File: config.mk
export PLATFORM = sky130hd
export DESIGN_NAME = egress_domain_filter
export DESIGN_NICKNAME = d
export VERILOG_FILES = /design/src/rtl/egress_pkg.sv /design/src/rtl/vlan_member_cam.sv /design/src/rtl/domain_row_select.sv /design/src/rtl/egress_resolve.sv /design/src/rtl/egress_domain_filter.sv
export SDC_FILE = /design/constraint.sdc
export NUM_CORES = 1
export LEC_CHECK = 0
export ABC_CLOCK_PERIOD_IN_PS = 2500
export BUFFER_PORTS_ARGS = -buffer_cell sky130_fd_sc_hd__buf_2
export CORE_MARGIN = 5
export CORE_UTILIZATION = 60
export CTS_BUF_LIST = sky130_fd_sc_hd__clkbuf_4
export CTS_CLUSTER_DIAMETER = 100
export DETAILED_ROUTE_END_ITERATION = 12
export GPL_TIMING_DRIVEN = 0
export PLACE_DENSITY = 0.77
export RECOVER_POWER = 100
export SETUP_SLACK_MARGIN = 0.1
export SYNTH_ARGS = -nofsm -noshare
export SYNTH_HDL_FRONTEND = slang
export SYNTH_SLANG_ARGS = --single-unit
File: constraint.sdc
create_clock -name clk -period 2.5 [get_ports clk]
set_clock_uncertainty 0.05 [all_clocks]
set_input_delay 0.375 -clock clk [delete_from_list [all_inputs] [get_ports clk]]
set_output_delay 0.375 -clock clk [all_outputs]
set_load 0.05 [all_outputs]
File: src/rtl/egress_pkg.sv
package egress_pkg;
   // How several hits for one VLAN ID combine in the membership table
   typedef enum logic {
      MERGE_OR    = 1'b0,
      MERGE_FIRST = 1'b1
   } merge_e;
endpackage

File: src/rtl/vlan_member_cam.sv
module vlan_member_cam
   import egress_pkg::*;
#(
   parameter int     NPORTS = 6,
   parameter int     VID_W  = 12,
   parameter int     DEPTH  = 16,
   parameter merge_e MERGE  = MERGE_OR,
   localparam int    AW     = (DEPTH > 1) ? $clog2(DEPTH) : 1
) (
   input  logic              clk,
   input  logic              rst_n,
   input  logic              wr_en,
   input  logic [AW-1:0]     wr_addr,
   input  logic              wr_valid,
   input  logic [VID_W-1:0]  wr_vid,
   input  logic [NPORTS-1:0] wr_members,
   input  logic [VID_W-1:0]  lk_vid,
   output logic [NPORTS-1:0] lk_members
);
   logic              ent_vld [DEPTH];
   logic [VID_W-1:0]  ent_vid [DEPTH];
   logic [NPORTS-1:0] ent_mem [DEPTH];
   logic [DEPTH-1:0]  hit;

   for (genvar i = 0; i < DEPTH; i++) begin : g_ent
      always_ff @(posedge clk or negedge rst_n) begin
         if (!rst_n) begin
            ent_vld[i] <= 1'b0;
            ent_vid[i] <= '0;
            ent_mem[i] <= '0;
         end else if (wr_en && (wr_addr == AW'(i))) begin
            ent_vld[i] <= wr_valid;
            ent_vid[i] <= wr_vid;
            ent_mem[i] <= wr_members;
         end
      end
      assign hit[i] = ent_vld[i] && (ent_vid[i] == lk_vid);
   end

   if (MERGE == MERGE_OR) begin : g_merge_or
      always_comb begin
         lk_members = '0;
         for (int i = 0; i < DEPTH; i++)
            if (hit[i]) lk_members = lk_members | ent_mem[i];
      end
   end else begin : g_merge_first
      always_comb begin
         lk_members = '0;
         for (int i = DEPTH - 1; i >= 0; i--)
            if (hit[i]) lk_members = ent_mem[i];
      end
   end
endmodule

File: src/rtl/domain_row_select.sv
module domain_row_select #(
   parameter int  NPORTS = 6,
   localparam int PW     = (NPORTS > 1) ? $clog2(NPORTS) : 1
) (
   input  logic [NPORTS*NPORTS-1:0] reach_map,
   input  logic [PW-1:0]            port,
   output logic [NPORTS-1:0]        row,
   output logic                     port_ok
);
   always_comb begin
      row     = '0;
      port_ok = 1'b0;
      for (int p = 0; p < NPORTS; p++) begin
         if (port == PW'(p)) begin
            port_ok = 1'b1;
            row     = reach_map[p*NPORTS +: NPORTS];
            row[p]  = 1'b0;
         end
      end
   end
endmodule

File: src/rtl/egress_resolve.sv
module egress_resolve #(
   parameter int  NPORTS = 6,
   localparam int PW     = (NPORTS > 1) ? $clog2(NPORTS) : 1
) (
   input  logic              clk,
   input  logic              rst_n,
   input  logic              req,
   input  logic              aware,
   input  logic              port_ok,
   input  logic [PW-1:0]     port,
   input  logic [NPORTS-1:0] row,
   input  logic [NPORTS-1:0] members,
   output logic              rsp_valid,
   output logic [NPORTS-1:0] rsp_mask,
   output logic              rsp_drop
);
   logic              self_member;
   logic [NPORTS-1:0] nxt_mask;
   logic              nxt_drop;

   assign self_member = |(members & (NPORTS'(1) << port));

   always_comb begin
      nxt_mask = '0;
      nxt_drop = 1'b0;
      if (!port_ok) begin
         nxt_drop = 1'b1;
      end else if (!aware) begin
         nxt_mask = row;
      end else if (!self_member) begin
         nxt_drop = 1'b1;
      end else begin
         nxt_mask = row & members;
      end
   end

   always_ff @(posedge clk or negedge rst_n) begin
      if (!rst_n) begin
         rsp_valid <= 1'b0;
         rsp_mask  <= '0;
         rsp_drop  <= 1'b0;
      end else begin
         rsp_valid <= req;
         rsp_mask  <= req ? nxt_mask : '0;
         rsp_drop  <= req & nxt_drop;
      end
   end
endmodule

File: src/rtl/egress_domain_filter.sv
module egress_domain_filter
   import egress_pkg::*;
#(
   parameter int     NPORTS = 6,
   parameter int     VID_W  = 12,
   parameter int     DEPTH  = 16,
   parameter merge_e MERGE  = MERGE_OR,
   localparam int    PW     = (NPORTS > 1) ? $clog2(NPORTS) : 1,
   localparam int    AW     = (DEPTH > 1) ? $clog2(DEPTH) : 1,
   localparam int    MAPW   = NPORTS * NPORTS
) (
   input  logic              clk,
   input  logic              rst_n,
   input  logic              aware_we_i,
   input  logic              aware_d_i,
   input  logic [MAPW-1:0]   reach_map_i,
   input  logic              tbl_we_i,
   input  logic [AW-1:0]     tbl_addr_i,
   input  logic              tbl_valid_i,
   input  logic [VID_W-1:0]  tbl_vid_i,
   input  logic [NPORTS-1:0] tbl_members_i,
   input  logic              req_i,
   input  logic [PW-1:0]     req_port_i,
   input  logic [VID_W-1:0]  req_vid_i,
   output logic              rsp_valid_o,
   output logic [NPORTS-1:0] rsp_mask_o,
   output logic              rsp_drop_o
);
   if (NPORTS < 2 || NPORTS > 32) begin : g_bad_nports
      $error("egress_domain_filter: NPORTS must lie in 2..32");
   end
   if (DEPTH < 1 || DEPTH > 256) begin : g_bad_depth
      $error("egress_domain_filter: DEPTH must lie in 1..256");
   end
   if (VID_W < 1 || VID_W > 16) begin : g_bad_vidw
      $error("egress_domain_filter: VID_W must lie in 1..16");
   end

   logic              aware_q;
   logic [NPORTS-1:0] members;
   logic [NPORTS-1:0] row;
   logic              port_ok;

   always_ff @(posedge clk or negedge rst_n) begin
      if (!rst_n)          aware_q <= 1'b0;
      else if (aware_we_i) aware_q <= aware_d_i;
   end

   vlan_member_cam #(
      .NPORTS(NPORTS), .VID_W(VID_W), .DEPTH(DEPTH), .MERGE(MERGE)
   ) u_cam (
      .clk        (clk),
      .rst_n      (rst_n),
      .wr_en      (tbl_we_i),
      .wr_addr    (tbl_addr_i),
      .wr_valid   (tbl_valid_i),
      .wr_vid     (tbl_vid_i),
      .wr_members (tbl_members_i),
      .lk_vid     (req_vid_i),
      .lk_members (members)
   );

   domain_row_select #(.NPORTS(NPORTS)) u_row (
      .reach_map (reach_map_i),
      .port      (req_port_i),
      .row       (row),
      .port_ok   (port_ok)
   );

   egress_resolve #(.NPORTS(NPORTS)) u_res (
      .clk       (clk),
      .rst_n     (rst_n),
      .req       (req_i),
      .aware     (aware_q),
      .port_ok   (port_ok),
      .port      (req_port_i),
      .row       (row),
      .members   (members),
      .rsp_valid (rsp_valid_o),
      .rsp_mask  (rsp_mask_o),
      .rsp_drop  (rsp_drop_o)
   );
endmodule

Word level (Yosys, flattened, before mapping)
Index checks and enable logic that the tools add are counted.

Reductions and logical operators: 35. Add/sub/neg operators: 0. Multipliers: 0. Order comparisons: 0. Equality and inequality tests: 36. Bitwise gates (word level): 18. Div/mod/pow operators: 0. Shift operators: 1. Multiplexer cells: 35.

Operators with widths (number): 12-bit equality test (16); 6-bit two-way mux (26); 6-bit bitwise OR (15); 4-bit equality test, second input constant (8); 1-bit logical AND (32); 4-bit by 3-bit equality test with 1-bit output, second input constant (4); 6-bit bitwise AND (2); 1-bit two-way mux (9); 4-bit by 2-bit equality test with 1-bit output, second input constant (2); 3-bit by 2-bit equality test with 1-bit output, second input constant (2); 3-bit equality test, second input constant (2); 6-bit OR reduction (1); 1-bit by 3-bit left shift with 6-bit output, first input constant (1); 4-bit by 1-bit equality test with 1-bit output, second input constant (1); 4-bit zero test (1); 3-bit by 1-bit equality test with 1-bit output, second input constant (1); 3-bit zero test (1); 1-bit bitwise AND (1).

Input bits: 80. ROM bits: 0. Register bits after elaboration: 313. Memories kept: 0. Output and inout port bits: 8. Bits in latches: 0. Bits in writable memories: 0. Word-level logic and storage cells: 177.

Depth between registers and ports, before layout
Gate-level depths: netlist of the first run.

Depth in word-level cells: 39. Depth in mapped cells: 11. Depth with buffers taken out: 9.

Modules after synthesis
Synthesis of the first run repeated with hierarchy kept, for this count alone.

Cells, all modules: 1209. Area, all modules: 15514.9 µm².

Modules (own cells, without submodules): vlan_member_cam (area each 14736.6 µm², seq. area each 7607.3 µm², instances 1, cells each 1126); egress_resolve (area each 417.9 µm², seq. area each 200.2 µm², instances 1, cells each 39); domain_row_select (area each 320.3 µm², seq. area each 0.0 µm², instances 1, cells each 42); egress_domain_filter (area each 40.0 µm², seq. area each 25.0 µm², instances 1, cells each 2).

Worst setup path after synthesis of the first run
OpenSTA, ideal clock, no wires.

Kind: input port to flip-flop. Start point: input req_vid_i[5]. End point: register u_res.rsp_drop. Stages on the path: 10. Arrival: 2.262 ns. Path slack: 0.121 ns. Data required time: 2.383 ns. Setup time: 0.067 ns. Buffers on the path: 2. Path through: buf_6 buf_6 o2111ai_1 nor4_4 a22oi_1 nand2_1 nor4_2 a211oi_2 o31ai_2 and2_1.

Longest elaborated chain between the ends: 39. Elaborated cells between the ends (all ways): 69. Classes of those cells: eq/ne (16); mux (19); bitwise (17); reduce/logical (17).

RTL lines: start: declaration (line egress_domain_filter.sv:24) `input logic [VID_W-1:0] req_vid_i,`; 12-bit equality test (line vlan_member_cam.sv:37) `assign hit[i] = ent_vld[i] && (ent_vid[i] == lk_vid);`; 1-bit logical AND (line vlan_member_cam.sv:37); 6-bit two-way mux (line vlan_member_cam.sv:44) `if (hit[i]) lk_members = lk_members | ent_mem[i];`; 6-bit bitwise OR (line vlan_member_cam.sv:44); 6-bit two-way mux (line vlan_member_cam.sv:44); 6-bit bitwise OR (line vlan_member_cam.sv:44); 6-bit two-way mux (line vlan_member_cam.sv:44); 6-bit bitwise OR (line vlan_member_cam.sv:44); [... 23 more ...]; 6-bit bitwise OR (line vlan_member_cam.sv:44); 6-bit two-way mux (*) (line vlan_member_cam.sv:44); 6-bit bitwise AND (*) (line egress_resolve.sv:21) `assign self_member = |(members & (NPORTS'(1) << port));`; 6-bit OR reduction (*) (line egress_resolve.sv:21); 1-bit two-way mux (*) (line egress_resolve.sv:30) `end else if (!self_member) begin`; 1-bit two-way mux (*) (line egress_resolve.sv:28) `end else if (!aware) begin`; 1-bit two-way mux (*) (line egress_resolve.sv:26) `if (!port_ok) begin`; 1-bit bitwise AND (*) (line egress_resolve.sv:45) `rsp_drop <= req & nxt_drop;`; end signal: assignment (line egress_resolve.sv:45); end: declaration (line egress_resolve.sv:15) `output logic rsp_drop`.

Every way passes the cells marked *; elsewhere a longest branch is shown, timed or not. A chain may end at the register's enable or synchronous reset.

Worst setup path in the final report of the first run
Start point: register u_cam.ent_vid[79] in the netlist's numbering. End point: register u_res.rsp_drop.

Longest elaborated chain between the ends: 21.

RTL lines: start: declaration (line vlan_member_cam.sv:21) `logic [VID_W-1:0] ent_vid [DEPTH];`; start signal: indexed assignment (line vlan_member_cam.sv:33) `ent_vid[i] <= wr_vid;`; 12-bit equality test (*) (line vlan_member_cam.sv:37); 1-bit logical AND (*) (line vlan_member_cam.sv:37); 6-bit two-way mux (*) (line vlan_member_cam.sv:44); 6-bit bitwise OR (line vlan_member_cam.sv:44); 6-bit two-way mux (*) (line vlan_member_cam.sv:44); 6-bit bitwise OR (line vlan_member_cam.sv:44); 6-bit two-way mux (*) (line vlan_member_cam.sv:44); 6-bit bitwise OR (line vlan_member_cam.sv:44); [... 5 more ...]; 6-bit bitwise OR (line vlan_member_cam.sv:44); 6-bit two-way mux (*) (line vlan_member_cam.sv:44); 6-bit bitwise AND (*) (line egress_resolve.sv:21); 6-bit OR reduction (*) (line egress_resolve.sv:21); 1-bit two-way mux (*) (line egress_resolve.sv:30); 1-bit two-way mux (*) (line egress_resolve.sv:28); 1-bit two-way mux (*) (line egress_resolve.sv:26); 1-bit bitwise AND (*) (line egress_resolve.sv:45).

Marks and branches as above.

==> run summary, run 1 <==
Crit share post-route: 104.6%
Wirelength per Cell: 23.66 um
Biggest area consumer among synthesized cells: dfrtp_1
Failing checks: setup timing
Synthesized Nets: 1,208
Post-synthesis instance area: 15,180 um2
RSZ-0062 raised after global routing: yes
Die ar.: 28,580 um2
I/O Pins: 88
DR iter-0 viols: 771
Worst rel slew slack: 11.25%
#FFs+latches synth: 313
Fin. max-slew vios: 0
Async set or reset register ratio after synthesis: 100.0%
Via count: 10.11k
Root Buffer: clkbuf_4
Share of cells above drive strength 1: 42.17%
Crit start category: flip-flop
Setup WS post-layout: -0.1153 ns
Reg2Reg Depth: 9
Die W: 169.1 um
Maximum vdd ir drop: 432.4 uV
Clk_lat worst skew: 0.72 ns
Initial Util: 60.64%
I/O Buffers: 68
Vias per cell: 5.893
Top-count cell post-synth: dfrtp_1
Reg-to-Reg End: u_res.rsp_drop
Start of the worst register-to-register path: u_cam.ent_vid[79]
CTS tree: yes
F_max: 0.3824 GHz
Max Cap Viol: 0
Hold depth: 2
Outcome: finished, violations left
Worst-path fanout max: 6
# DRC: 0
Synth Warn #: 0
Top cells by area, synth: dfrtp_1 (52%), mux2_2 (23%), xnor2_1 (10%)
Nets@finish: 1,408
FP Rows: 58
Top cell type's share of synthesized area: 51.59%
Routed WL: 40,610 um
Initial antenna violation count: 1
Final setup vio count: 7
Crit. End Element: flip-flop
Layout area overhead: 16.90%
GRT Total Usage: 28.93%
Pwr dens: 827.0 nW/um2
Fin. Hold Viols: 0
Dpl cell area: 16,000 um2
Dpl hpwl: 26,670 um
Yosys cell types: 49
Fin cells: 1,716
Worst Max-Slew Pin Slew: 1.331 ns
Cell count after placement: 1,528
GPL Wtd Cong: 0.8531
Post-synth top flop: dfrtp_1
Syn Area/Cell: 13.46 um2
1st-pass router iterations: 5
CORE AREA: 25,040 um2
Top cell types by occurrence after synthesis: dfrtp_1 (313), mux2_2 (305), xnor2_1 (180)
Min-delay worst type: in2reg
Startpoint of the lowest-slack hold path: tbl_valid_i
Hold EP: u_cam.ent_vld[9]
TritonCTS Sinks: 313
Die H: 169.1 um
Routed Antenna Nets: 0
CP arrival: 3.20 ns
H-tree levels: 3
Crit path kind: reg2reg
Bufs on Longest Clock Path: 3
Period minus WS final: 2.615 ns
Post-synthesis sequential area ratio: 51.59%
Crit. Startpoint: u_cam.ent_vid[79]
Worst-path clk slew: 0.07 ns
Leak: 7.531 nW
Fin area: 17,750 um2
Mapped Cells: 1,128
CTS Buf Count: 83
Pre-CTS WS: -0.8203 ns
Global-route wire length before repair: 62,440 um
Vias in the first global route: 10.60k
Req. time, crit path: 3.08 ns
GR Overflow Total: 0
Post-synth EDFFs: 0
Slack of the worst reg-to-reg path: -0.12 ns
Largest net degree at the start of global routing: 116
-- worst max-delay path, cell delays in order (launching register included) --
cell      delay (ns)
dfrtp_1         0.40
xnor2_1         0.13
nand4_1         0.26
nor4_4          0.12
a22oi_1         0.28
nand4_1         0.29
o31ai_4         0.28
o311ai_4        0.15
o31ai_4         0.40
and2_1          0.18
-- report_power, final --
part	leakage [nW]	switching [mW]	internal, mW
Combinational	3.02	1.23	1.61
Clock	0.667	2.11	2.75
Sequential	3.85	0.753	6.22
-- kinds of logic after synthesis --
kind of cell / count (synthesis) / share of synthesized area (%)
xor+xnor: 183 / 10.56
compound gates: 84 / 4.261
mux: 312 / 23.17
simple gates: 155 / 7.030
flops: 313 / 51.59
buf+inv: 81 / 3.395
-- registers in the layout, indices dropped and copies added (netlist names) --
| name | count |
|---|---|
| u_res.rsp_drop | 1 |
| u_res.rsp_mask | 6 |
| u_cam.ent_vld | 16 |
| u_res.rsp_valid | 1 |
| aware_q | 1 |
| u_cam.ent_mem | 96 |
| u_cam.ent_vid | 192 |
-- timing repair --
item / 4_1_cts / 5_1_grt
gates cloned: 0 / 0
hold buffers: 24 / 0
setup endpoints to repair: 7 / 7
pin swaps: 31 / 9
resized for setup: 20 / 11
hold endpoints to repair: 209 / 0
buffers inserted: 18 / 3
-- metrics by stage --
step	utilization [%]	hold WS, ns	setup TNS [ns]	power (mW)
after floorplan	-	0.02941	0	8.997
after global routing	70.89	0.02221	-8.350	15.39
after CTS	70.69	0.002985	-0.1991	14.73
after detailed placement	63.91	0.3922	-35.74	9.779
after global placement	63.65	0.4372	-1562.74	9.600
final	70.89	0.07264	-0.5487	14.68
-- per-layer routing --
layer	share of wire, %	track usage [%]
met2	47	45.69
met5	0	0
met4	3.6	11.90
met1	43	39.93
met3	6.0	5.255
-- layout by cell type (no fill, tap or decap), types with 4 or more instances in the layout --
cell type | netlist | final
o21ai_0 | 11 | 11
a22oi_2 | 0 | 9
clkinv_1 | 0 | 5
buf_12 | 1 | 5
nand2b_1 | 11 | 11
mux2i_1 | 6 | 6
buf_4 | 1 | 17
nor2_1 | 15 | 15
buf_2 | 0 | 46
buf_8 | 7 | 7
a22oi_1 | 36 | 27
bufinv_16 | 0 | 4
mux2_2 | 305 | 304
nand3_1 | 18 | 18
nand4_1 | 32 | 32
nand2_1 | 39 | 37
dfrtp_1 | 313 | 313
dlygate4sd3_1 | 0 | 24
inv_1 | 10 | 10
buf_6 | 15 | 16
nor4_4 | 12 | 18
clkbuf_1 | 44 | 66
clkbuf_4 | 0 | 131
a32oi_1 | 14 | 13
xnor2_1 | 180 | 178
-- worst max path at each step --
stage / end / slack (ns) / cells past startpoint
floorplan: u_res.rsp_drop / 0.12 / 10
global placement: u_cam.ent_vid[144] / -4.92 / 1
detailed placement: u_res.rsp_mask[1] / -0.82 / 11
CTS: u_res.rsp_drop / -0.06 / 10
global route: u_res.rsp_drop / -0.17 / 10
finish: u_res.rsp_drop / -0.12 / 9
-- final cells by class --
| cell class | count | area (um2) |
|---|---|---|
| flip-flops and latches | 313 | 7833 |
| fillers | 1809 | 7288 |
| multi-input cells | 734 | 7028 |
| clock buffers | 130 | 975.9 |
| repair buffers | 115 | 823.3 |
| plain buffers | 70 | 474.2 |
| well taps | 330 | 412.9 |
| clock inverters | 12 | 157.7 |
| inverters | 11 | 41.29 |
| diodes | 1 | 2.502 |
No activity file was read; power rests on OpenSTA's default activity.
==> run 2, diff against run 1 <==
--- a/config.mk
+++ b/config.mk
@@ -16,6 +16,7 @@
 export PLACE_DENSITY = 0.77
 export RECOVER_POWER = 100
 export SETUP_SLACK_MARGIN = 0.1
+export SKIP_CTS_REPAIR_TIMING = 1
 export SYNTH_ARGS = -nofsm -noshare
 export SYNTH_HDL_FRONTEND = slang
 export SYNTH_SLANG_ARGS = --single-unit
==> run 2 against run 1 <==
  * The run still ends with setup timing left
  * Maximum frequency is 1.7% lower
  * Register-to-register slack worse by 0.05 ns
  * Via count is 1.3% higher
  * Global-route usage is 0.55 points lower
  * Sequential share of layout area is 0.10 points lower
  * Total power is 0.22% higher
  * Clock power hardly changed
  * Critical path depth is 1 higher
  * Non-clock buffer count is 3 higher
  * First-iteration DRC count is 10% higher
==> run summary, run 2 (same netlist as run 1, synthesis figures left out) <==
Outcome: finished, violations left
Failing checks: setup timing
Max Cap Viol: 0
Top sig layer: met4
Die H: 169.1 um
Worst rel slew slack: 11.43%
Dpl cell area: 16,000 um2
Vias in the first global route: 10.30k
Global-route wire length before repair: 61,300 um
Min-delay worst type: in2reg
Largest register FFs: 192
H-tree levels: 3
Min Hold Slack: 0.02564 ns
Power share of the clock group: 33.1%
Share of cells above drive strength 1: 42.80%
Routed WL: 40,900 um
Bufs on Longest Clock Path: 3
Buf+Inv Stages, Crit Path: 1
Sw power: 4.114 mW
Maximum vdd ir drop: 433.4 uV
Wirelength per Cell: 23.80 um
Critical path's top delay family: simple AND/OR/NAND/NOR gates
WL met1: 17,460 um
Leak: 7.563 nW
Largest net degree at the start of global routing: 116
Worst-path fanout max: 6
F_max: 0.3757 GHz
RSZ-0062 raised after global routing: yes
GR Overflow Total: 0
Fin. Hold Viols: 0
Hold depth: 5
I/O Buffers: 68
Vias per cell: 5.960
WL met2: 19,440 um
P_int: 10.60 mW
Die ar.: 28,580 um2
GRT Total Usage: 28.38%
Initial antenna violation count: 1
Pre-CTS WS: -0.8203 ns
Reg power frac: 47.5%
WP depth: 10
Crit. End Element: flip-flop
TritonCTS Sinks: 313
Most frequent cells in the layout: dfrtp_1 (312), mux2_2 (304), xnor2_1 (178)
Crit share post-route: 106.5%
1st-pass router iterations: 5
Req. time, crit path: 3.06 ns
Fin area: 17,790 um2
CP arrival: 3.23 ns
Crit start category: flip-flop
Most Frequent Cell on Critical Path: nor4_2
Clk_lat worst skew: 0.73 ns
Setup WS post-layout: -0.1618 ns
Worst-path clk slew: 0.06 ns
CTS Buf Count: 83
# DRC: 0
Reg2Reg Depth: 10
Nets@finish: 1,411
Gate power share: 19.4%
Met3 wire len: 2702 um
Worst Max-Slew Pin Slew: 1.328 ns
Leading cell type in the layout, fill and taps excluded: dfrtp_1
Reg with most FFs: u_cam.ent_vid
Pwr dens: 826.7 nW/um2
Initial Util: 60.64%
Cells along the critical path: xnor2_4, nand4_1, nor4_4, buf_6, a22oi_2, nand2_1, nor4_2, a211oi_2, o31ai_4, nor4_2
Biggest regs: u_cam.ent_vid x192, u_cam.ent_mem x96, u_cam.ent_vld x16
GPL Wtd Cong: 0.8531
Layout area overhead: 17.20%
Fin. max-slew vios: 0
CORE AREA: 25,040 um2
Die W: 169.1 um
Crit-path max cell delay: 0.45 ns
Slowest cell on the critical path: dfrtp_2
Routed Antenna Nets: 0
Root Buffer: clkbuf_4
Final Util: 71.07%
Crit path kind: reg2reg
Final setup vio count: 7
Period minus WS final: 2.662 ns
I/O Pins: 88
Sw Ratio: 27.97%
CTS tree: yes
DR iter-0 viols: 850
Via count: 10.25k
FP Rows: 58
Dpl hpwl: 26,670 um
## run 2: worst register-to-register path, delay by kind of cell (launching register included)
family / cells / cell delay, ns
simple gates: 5 / 1.04
compound gates: 3 / 0.60
flops: 1 / 0.45
xor+xnor: 1 / 0.27
buf+inv: 1 / 0.19
## run 2: final timing paths
path	from	end	slack [ns]
min in group asynchronous	rst_n	u_cam.ent_mem[36]	0.47
worst min-delay path	reach_map_i[29]	u_res.rsp_mask[5]	0.03
max in group asynchronous	rst_n	u_cam.ent_vld[13]	0.32
worst min register to register	u_cam.ent_mem[85]	u_cam.ent_mem[85]	0.46
worst max-delay path	u_cam.ent_vid[57]	u_res.rsp_mask[1]	-0.16
worst max register to register	u_cam.ent_vid[57]	u_res.rsp_mask[1]	-0.16
## run 2: power by group through the flow
stage	combinational, mW	sequential (mW)	clock (mW)
3_3_place_gp	2.65	6.95	0
2_1_floorplan	2.14	6.85	0
3_5_place_dp	2.76	7.02	0
6_report	2.86	6.98	4.87
5_1_grt	3.10	7.10	5.21
4_1_cts	2.77	6.94	4.94
## run 2: final cells by class
| cell class | instances | area (um2) |
|---|---|---|
| sequential | 313 | 7834 |
| fill | 1789 | 7243 |
| multi-input combinational | 734 | 7062 |
| clock buffer | 130 | 975.9 |
| timing repair buffer | 118 | 833.3 |
| buffer | 70 | 474.2 |
| tap | 330 | 412.9 |
| clock inverter | 12 | 157.7 |
| inverter | 11 | 41.29 |
| antenna | 1 | 2.502 |
## run 2: layer usage
metal	global-route usage, %	vias to the layer above
li1	-	4474
met1	39.72	5291
met2	44.41	384
met3	5.068	96
met4	11.41	0
met5	0	-
## run 2: per-stage QoR
| step | std cells | total power, mW | setup TNS (ns) |
|---|---|---|---|
| detailed placement | 1528 | 9.779 | -35.74 |
| finish | 1719 | 14.71 | -0.6266 |
| CTS | 1670 | 14.65 | -3.289 |
| global route | 1719 | 15.40 | -8.379 |
| global placement | 1526 | 9.600 | -1562.74 |
| floorplan | 1128 | 8.997 | 0 |
==> run 3, diff against run 2 <==
--- a/config.mk
+++ b/config.mk
@@ -5,13 +5,14 @@
 export SDC_FILE = /design/constraint.sdc
 export NUM_CORES = 1
 export LEC_CHECK = 0
-export ABC_CLOCK_PERIOD_IN_PS = 2500
+export ABC_CLOCK_PERIOD_IN_PS = 3200
 export BUFFER_PORTS_ARGS = -buffer_cell sky130_fd_sc_hd__buf_2
 export CORE_MARGIN = 5
 export CORE_UTILIZATION = 60
 export CTS_BUF_LIST = sky130_fd_sc_hd__clkbuf_4
 export CTS_CLUSTER_DIAMETER = 100
 export DETAILED_ROUTE_END_ITERATION = 12
+export GPL_ROUTABILITY_DRIVEN = 0
 export GPL_TIMING_DRIVEN = 0
 export PLACE_DENSITY = 0.77
 export RECOVER_POWER = 100
==> constraint.sdc (replaced) <==
create_clock -name clk -period 3.2 [get_ports clk]
set_clock_uncertainty 0.05 [all_clocks]
set_input_delay 0.48 -clock clk [delete_from_list [all_inputs] [get_ports clk]]
set_output_delay 0.48 -clock clk [all_outputs]
set_load 0.05 [all_outputs]
==> run 3 against run 2 <==
  * The run now ends clean
  * Critical path depth unchanged
  * Register-to-register slack better by 0.32 ns
  * Worst setup slack better by 0.32 ns
  * Global-route usage unchanged
  * Utilization down 2.5 points
  * Routed wire length down 2.6%
  * Highest routed layer unchanged
==> run summary, run 3 (same netlist as run 1, synthesis figures left out) <==
Outcome: finished clean
Req. time, crit path: 3.78 ns
Pwr dens: 664.3 nW/um2
Crit. End Element: flip-flop
Most frequent cells in the layout: dfrtp_1 (313), mux2_2 (304), xnor2_1 (180)
Filler instances: 1,874
Via count: 10.00k
Vias per cell: 5.969
Dpl hpwl: 26,670 um
Leading cell type in the layout, fill and taps excluded: dfrtp_1
I/O Buffers: 68
Fin. max-slew vios: 0
Biggest regs: u_cam.ent_vid x192, u_cam.ent_mem x96, u_cam.ent_vld x16
# DRC: 0
RSZ-0062 raised after global routing: no
Maximum vdd ir drop: 337.0 uV
Bufs on Longest Clock Path: 3
H-tree levels: 3
Min Hold Slack: 0.06080 ns
Nets@finish: 1,368
Die W: 169.1 um
1st-pass router iterations: 7
Share of cells above drive strength 1: 41.19%
Fin. Hold Viols: 0
Max Cap Viol: 0
Global-route wire length before repair: 61,300 um
Crit share post-route: 95.14%
Period minus WS final: 3.044 ns
CORE AREA: 25,040 um2
Vias in the first global route: 10.30k
Root Buffer: clkbuf_4
Largest net degree at the start of global routing: 116
Crit path kind: reg2reg
Die H: 169.1 um
Min-delay worst type: in2reg
CTS Buf Count: 83
Leak: 7.289 nW
Pre-CTS WS: -0.2253 ns
Initial Util: 60.64%
Worst-path fanout max: 6
Routed WL: 39,830 um
Clk_lat worst skew: 0.73 ns
Total power: 11.40 mW
Worst rel slew slack: 0.2444%
Routed Antenna Nets: 0
Die ar.: 28,580 um2
Crit start category: flip-flop
Initial antenna violation count: 1
TritonCTS Sinks: 313
GR Overflow Total: 0
Setup WS post-layout: 0.1556 ns
Wirelength per Cell: 23.76 um
CTS tree: yes
DR iter-0 viols: 810
Layout area overhead: 13.05%
Reg with most FFs: u_cam.ent_vid
Final setup vio count: 0
Worst-path clk slew: 0.06 ns
Worst Max-Slew Pin Slew: 1.496 ns
I/O Pins: 88
Largest register FFs: 192
CP arrival: 3.63 ns
FP Rows: 58
F_max: 0.3285 GHz
GRT Total Usage: 28.38%
[run 3: cell types whose count changed in the layout (fill, tap and decap cells not counted), moves of 7 or more]
cell           delta
a22oi_1           +8
a22oi_2           -8
buf_4            -19
buf_2             +7
clkbuf_1          -7
dlygate4sd3_1    -18
[run 3: cell type report]
| class | instances | area [um2] | share of cell area (%) |
|---|---|---|---|
| flip-flops and latches | 313 | 7833 | 45.63 |
| repair buffers | 75 | 415.4 | 2.420 |
| clock inverters | 12 | 157.7 | 0.9185 |
| well taps | 330 | 412.9 | 2.406 |
| clock buffers | 130 | 975.9 | 5.686 |
| plain buffers | 70 | 474.2 | 2.763 |
| inverters | 11 | 41.29 | 0.2406 |
| diodes | 1 | 2.502 | 0.01458 |
| multi-input cells | 734 | 6852 | 39.92 |
[run 3: critical path, cell delays in order, from the launching register on]
cell and delay, ns:
dfrtp_1 0.40, xnor2_1 0.22, nand4_1 0.26, nor4_4 0.05, clkbuf_2 0.21, a22oi_1 0.27
nand4_1 0.12, nor3_1 0.57, o311ai_2 0.17, o31ai_2 0.47, and2_1 0.19
[run 3: final timing paths]
path,startpoint,to,slack [ns],cells after the start
setup / recovery,u_cam.ent_vid[57],u_res.rsp_drop,0.16,10
hold / removal,tbl_members_i[2],u_cam.ent_mem[38],0.06,2
setup reg to reg,u_cam.ent_vid[57],u_res.rsp_drop,0.16,10
hold reg to reg,u_cam.ent_mem[49],u_cam.ent_mem[49],0.46,1
max in group asynchronous,rst_n,u_cam.ent_vld[13],0.58,4
min in group asynchronous,rst_n,u_cam.ent_mem[25],0.33,2
[run 3: where the power goes]
part	switching (mW)	internal (mW)
combinational	0.938	1.23
clock	1.65	2.15
sequential	0.572	4.86
[run 3: metal layers]
| metal | vias to the layer above | GRT usage, % | wire, um |
|---|---|---|---|
| li1 | 4410 | - | - |
| met1 | 5135 | 39.72 | 17120 |
| met2 | 360 | 44.41 | 18820 |
| met3 | 99 | 5.068 | 2557 |
| met4 | 0 | 11.41 | 1336 |
| met5 | - | 0 | 0 |
[run 3: through the flow]
stage          TNS [ns]  util (%)  area [um2]  std cells
2_1_floorplan         0         -       15180       1128
3_3_place_gp   -1345.19     63.65       15940       1526
3_5_place_dp    -0.8797     63.91       16000       1528
4_1_cts               0     68.44       17130       1670
5_1_grt               0     68.56       17160       1676
6_report              0     68.56       17160       1676
